==> config.mk <==
export PLATFORM = sky130hd
export DESIGN_NAME = frame_sync_detect
export DESIGN_NICKNAME = d
export VERILOG_FILES = /design/src/rtl/frame_sync_detect.sv
export SDC_FILE = /design/constraint.sdc
export NUM_CORES = 1
export LEC_CHECK = 0
export CORE_AREA = 2 2 39 41
export CTS_CLUSTER_DIAMETER = 30
export DETAILED_ROUTE_END_ITERATION = 10
export DIE_AREA = 0 0 41 43
export GPL_TIMING_DRIVEN = 0
export MAX_ROUTING_LAYER = met4
export PLACE_DENSITY = 0.67
export SLEW_MARGIN = 20
export SYNTH_ARGS = -nofsm -noshare
export SYNTH_HDL_FRONTEND = slang
export SYNTH_SLANG_ARGS = --single-unit
export TNS_END_PERCENT = 20
==> constraint.sdc <==
create_clock -name clk -period 0.8 [get_ports clk]
set_input_delay 0.08 -clock clk [delete_from_list [all_inputs] [get_ports clk]]
set_output_delay 0.08 -clock clk [all_outputs]
set_load 0.01 [all_outputs]
==> src/rtl/frame_sync_detect.sv <==
module frame_sync_detect #(
  parameter int          IDX_W     = 5,
  parameter int          SYNC_WORD = 11,
  parameter logic [10:0] CODE_A    = 11'h712,
  parameter logic [10:0] CODE_B    = 11'h1A5,
  parameter logic [10:0] CODE_C    = 11'h64B
) (
  input  logic             clk,
  input  logic             rst,
  input  logic [10:0]      ovh_bits,
  input  logic [IDX_W-1:0] word_idx,
  input  logic             lock_est,
  input  logic             err_clr,
  output logic [2:0]       code_en,
  output logic             par_sync_en,
  output logic             sync_n
);
  localparam int NCODE = 3;
  localparam logic [IDX_W-1:0] SLOT = IDX_W'(SYNC_WORD);
  localparam logic [10:0] CODES [NCODE] = '{CODE_A, CODE_B, CODE_C};

  logic [NCODE-1:0] hit, sel, cmp_lat, par_lat;
  logic at_slot, cmp_any, prev_any, first;

  assign at_slot = (word_idx == SLOT);

  for (genvar i = 0; i < NCODE; i++) begin : g_cmp
    assign hit[i] = (ovh_bits == CODES[i]);
  end

  always_comb begin
    sel = '0;
    for (int i = NCODE - 1; i >= 0; i--)
      if (hit[i]) sel = NCODE'(1) << i;
  end

  assign cmp_any = |cmp_lat;
  assign first   = cmp_any & ~prev_any;

  always_ff @(posedge clk) begin
    if (rst) begin
      cmp_lat  <= '0;
      par_lat  <= '0;
      prev_any <= 1'b0;
      sync_n   <= 1'b1;
    end else begin
      prev_any <= cmp_any;
      sync_n   <= ~first;
      if (lock_est || !at_slot)
        cmp_lat <= '0;
      else if (!cmp_any)
        cmp_lat <= sel;
      if (err_clr)
        par_lat <= '0;
      else if (first && par_lat == '0)
        par_lat <= cmp_lat;
    end
  end

  assign code_en     = par_lat;
  assign par_sync_en = |par_lat;

  p_pulse_one_r2: assert property (@(posedge clk) disable iff (rst)
    !sync_n |=> sync_n);
  p_onehot_r3: assert property (@(posedge clk) disable iff (rst)
    $onehot0(code_en));
  p_acq_strobe_r3: assert property (@(posedge clk) disable iff (rst)
    $rose(par_sync_en) |-> !sync_n);
  p_lock_r6: assert property (@(posedge clk) disable iff (rst)
    lock_est && $past(lock_est) |=> sync_n);
  p_hold_r7: assert property (@(posedge clk) disable iff (rst)
    par_sync_en && !err_clr |=> $stable(code_en));
  p_err_clr_r8: assert property (@(posedge clk) disable iff (rst)
    err_clr |=> !par_sync_en);
endmodule

==> results of run 1 <==
[sequential cells by signal (all words and copies together) (netlist names)]
register,count
cmp_lat,3
code_en,3
prev_any,1
sync_n,1
[what timing repair did]
item | in CTS | in global routing
resized for setup | 33 | 6
setup endpoints to repair | 13 | 12
pin swaps | 3 | 4
buffers inserted | 1 | 1
hold buffers | 0 | 0
cloned | 0 | 0
[through the flow]
step | power [uW] | utilization | instance area [sq um]
final | 802 | 0.524 | 724
after global routing | 855 | 0.524 | 724
after CTS | 816 | 0.500 | 692
after detailed placement | 530 | 0.458 | 633
after global placement | 529 | 0.458 | 633
after floorplan | 426 | - | 373
[path summary, 6_finish.rpt]
| kind | start | endpoint | slack, ns |
|---|---|---|---|
| max | code_en[2] | par_sync_en | -0.36 |
| min | word_idx[4] | cmp_lat[2] | 0.27 |
| max reg2reg | code_en[2] | code_en[2] | -0.24 |
| min reg2reg | cmp_lat[2] | cmp_lat[2] | 0.48 |
[logic make-up after synthesis]
group           after synthesis  share of synthesized area
simple gates                 20                      0.439
flops                         8                      0.446
compound gates                6                     0.0941
buf+inv                       2                     0.0209
[per-layer routing]
layer / share of wire / routed length [um]
met1: 0.39 / 335
met2: 0.51 / 435
met3: 0.092 / 79
met4: 0.0070 / 6
met5: 0 / 0
[power by group through the flow]
stage / clock network [uW] / logic (uW) / registers (uW)
6_report: 282 / 131 / 389
5_1_grt: 324 / 143 / 388
4_1_cts: 297 / 127 / 392
3_5_place_dp: 0 / 123 / 407
3_3_place_gp: 0 / 122 / 407
2_1_floorplan: 0 / 18.7 / 407
[cell type report]
cell class	count	area, sq um	share of cell area
Inverter	2	7.51	0.0104
Sequential cell	8	175	0.242
Timing Repair Buffer	26	263	0.363
Multi-Input combinational cell	26	236	0.326
Clock buffer	3	22.5	0.0311
Tap cell	16	20.0	0.0276
[worst max-delay path, stage by stage (launching register included)]
cell and delay [ns]:
dfxtp_4 0.33, or3_4 0.38, buf_6 0.13
[cells in the final DEF (no fill, tap or decap), types with 3 or more instances in the layout]
cell | Yosys | final
a21oi_1 | 5 | 5
buf_6 | 0 | 4
clkbuf_4 | 0 | 3
clkdlybuf4s50_1 | 0 | 16
dfxtp_2 | 0 | 3
dfxtp_4 | 0 | 3
nor3_1 | 3 | 3
nor4bb_1 | 4 | 3
[Yosys cell counts (all sizes together)]
library cell	count	area [sq um]
a21oi	5	25.0
a41oi	1	8.76
and3b	1	8.76
and4bb	1	12.5
dfxtp	8	160
inv	2	7.51
nand4	2	12.5
nand4b	1	8.76
nor2	2	7.51
nor3	4	25.0
nor3b	1	7.51
nor4	1	12.5
nor4b	1	8.76
nor4bb	4	40.0
or3	2	13.8
==> metrics, run 1 <==
outcome=finished, violations left; violated checks=negative setup slack; PortBufs=24; gr usage total=0.132; Post-Syn Instances=36; post-DR vias/cell=4.93; CTS tree=yes; cell depth of the worst flop-to-flop path=4; largest net degree at the start of global routing=7; die width=41 um; GR Util met2=0.203; DP Worst Slack=-0.552 ns; Routed Antenna Nets=0; Layout Cells excl Fill=81; total gr overflow=0; worst-path fanout max=2; vias in the first global route=406; fill count=148; register bit total from synthesis=8; Vias=399; Switching Power=145 uW; first-pass GRT wire length=1540 um; Die H=43 um; root buf cell=clkbuf_4; # setup viols final=11; Netlist cell types=17; final hold vios=0; Area Overhead vs Synth=102%; gpl congestion=0.682; type of the worst min-delay path=in2reg; RSZ-0062 raised after global routing=yes; register area share after synthesis=0.446; Final Hold Slack=0.267 ns; starting DRC count in detailed routing=2; maximum clock rate=865 MHz; CP Data Required Time=0.72 ns; share of layout cells above drive strength 1=0.354; setup tns final=-1.79 ns; clock slew seen by the registers of the worst setup and hold paths=0.05 ns; Initial Util=0.259; Netlist Area Pre-Place=359 sq um; Crit Path Class=reg2out; Lkg Pwr=0.000277 uW; CTS Buf Count=3; sequential power share=0.485; Net count, final=87; Slew @ Worst Pin=0.264 ns; DR DRC count=0; Power Density=1110 nW/um^2; met1 usage=0.146; Final Skew=0.000815 ns; Placed Instances=76; Sw Share=0.181; GR met3 Demand/Resource=0.0314; synthesized area per cell=9.97 sq um; IO Pins=25; GR peak layer=met2; fin crit share=1.45; worst hold stages=4; initial antenna violation count=0; post-DP HPWL=716 um; Critical Path AT=1.08 ns; max-cap viol count=0; Min Clock Period, post-route=1.16 ns; max_slew headroom=0.824; row count=14; syn_nets=56; CP Capture Type=primary output; detailed-route wire length per cell=10.6 um; clock share of power=0.352; Pre-antenna DRT Iters=2; Gate power share=0.163; Peak VDD IR=531 uV; Clock Tree Buf Depth=2; Core Footprint=1380 sq um; number of diodes=0; CTS HTree Levels=1; clk_lat worst skew=0.24 ns; max-slew violations=0; warning count from the yosys run=0; worst setup margin=-0.357 ns; CTS sink cnt=8; Cell Int Power=657 uW; CP Launch Type=flop; Detailed Route WL=857 um; Die ar.=1760 sq um
Note: power is estimated with default switching activity, not from simulation.
==> run 2: changes to the inputs <==
Settings changed: SKIP_CTS_REPAIR_TIMING set to 1.
==> metrics, run 2 (synthesis gave the netlist of run 1 again) <==
Power Density=1110 nW/um^2; detailed-route wire length per cell=11.1 um; post-DP HPWL=716 um; Switching Power=145 uW; first-pass GRT wire length=1480 um; slowest stage delay, CP=0.38 ns; max-slew violations=0; IO Pins=25; gpl congestion=0.682; sequential power share=0.483; CTS Buf Count=3; max_slew headroom=0.814; Peak VDD IR=531 uV; violated checks=negative setup slack; number of diodes=0; fill count=146; critical path buffer and inverter count=1; commonest non-fill, non-tap cell in the layout=clkdlybuf4s50_1; Placed Instances=76; Die ar.=1760 sq um; Final Skew=0.00102 ns; outcome=finished, violations left; Final Cell Area=728 sq um; Design Power=806 uW; CP Launch Type=flop; commonest non-fill, non-tap cells in the layout=16 x clkdlybuf4s50_1, 5 x a21oi_1; Vias=398; Crit Path Class=reg2out; Pre-antenna DRT Iters=2; Gate power share=0.171; largest net degree at the start of global routing=7; slowest CP cell=or3_4; Final Hold Slack=0.193 ns; clk_lat worst skew=0.24 ns; Crit path max-delay family=simple AND/OR/NAND/NOR gates; starting DRC count in detailed routing=1; # setup viols final=10; type of the worst min-delay path=in2reg; Lkg Pwr=0.000299 uW; worst-path fanout max=2; Initial Util=0.259; Routed Antenna Nets=0; Area Overhead vs Synth=103%; root buf cell=clkbuf_4; CP cell instances=or3_4, buf_6; CP Data Required Time=0.72 ns; Die H=43 um; DP Worst Slack=-0.552 ns; Layout Cells excl Fill=82; Clock Tree Buf Depth=2; Detailed Route WL=909 um; PortBufs=24; placed cell area=633 sq um; worst setup margin=-0.362 ns; final hold vios=0; row count=14; die width=41 um; max-cap viol count=0; initial antenna violation count=0; CP Capture Type=primary output; clock slew seen by the registers of the worst setup and hold paths=0.05 ns; CTS tree=yes; Critical Path AT=1.08 ns; maximum clock rate=860 MHz; Sw Share=0.180; Min Clock Period, post-route=1.16 ns; CTS sink cnt=8; clock share of power=0.346; DR DRC count=0; vias in the first global route=400; gr usage total=0.127; Slew @ Worst Pin=0.279 ns; Cell Int Power=661 uW; fin crit share=1.45; total gr overflow=0; Core Footprint=1380 sq um; Net count, final=88; share of layout cells above drive strength 1=0.364; CTS HTree Levels=1; RSZ-0062 raised after global routing=yes; post-DR vias/cell=4.85
==> run 2: cell types whose count changed in the layout (fill, tap and decap cells not counted) <==
| cell | change |
|---|---|
| clkdlybuf4s15_2 | -1 |
| buf_4 | +2 |
| clkbuf_2 | +3 |
| nor4bb_4 | +1 |
| nor4bb_2 | -1 |
| buf_6 | -2 |
| dlymetal6s2s_1 | +1 |
| buf_2 | -1 |
| dlygate4sd2_1 | -1 |
==> run 2: stage by stage <==
step	TNS, ns	util
2_1_floorplan	-0.509	-
3_3_place_gp	-3.40	0.458
3_5_place_dp	-3.63	0.458
4_1_cts	-4.02	0.474
5_1_grt	-2.44	0.526
6_report	-1.78	0.526
==> run 2: power groups by stage <==
| stage | clock network, uW | logic, uW | registers (uW) |
|---|---|---|---|
| 4_1_cts | 297 | 124 | 399 |
| 6_report | 279 | 138 | 389 |
| 3_3_place_gp | 0 | 122 | 407 |
| 2_1_floorplan | 0 | 18.7 | 407 |
| 5_1_grt | 320 | 150 | 388 |
| 3_5_place_dp | 0 | 123 | 407 |
==> run 2: area by class of cell <==
| cell class | instances | area [sq um] | share of cell area |
|---|---|---|---|
| sequential | 8 | 175 | 0.241 |
| inverter | 2 | 7.51 | 0.0103 |
| clock buffer | 3 | 22.5 | 0.0309 |
| tap | 16 | 20.0 | 0.0275 |
| timing repair buffer | 27 | 258 | 0.354 |
| multi-input combinational | 26 | 245 | 0.337 |
==> run 2: worst paths after layout <==
path	start	slack (ns)	depth (start not counted)	end
setup / recovery	code_en[2]	-0.36	2	par_sync_en
hold / removal	rst	0.19	2	prev_any
setup reg to reg	code_en[2]	-0.26	4	code_en[0]
hold reg to reg	cmp_lat[2]	0.48	2	cmp_lat[2]
==> run 2: per-layer routing <==
metal / wire length (um) / global-route usage / vias up
li1: - / - / 205
met1: 330 / 0.132 / 172
met2: 489 / 0.200 / 19
met3: 83 / 0.0314 / 2
met4: 6 / 0.0800 / 0
met5: 0 / - / -
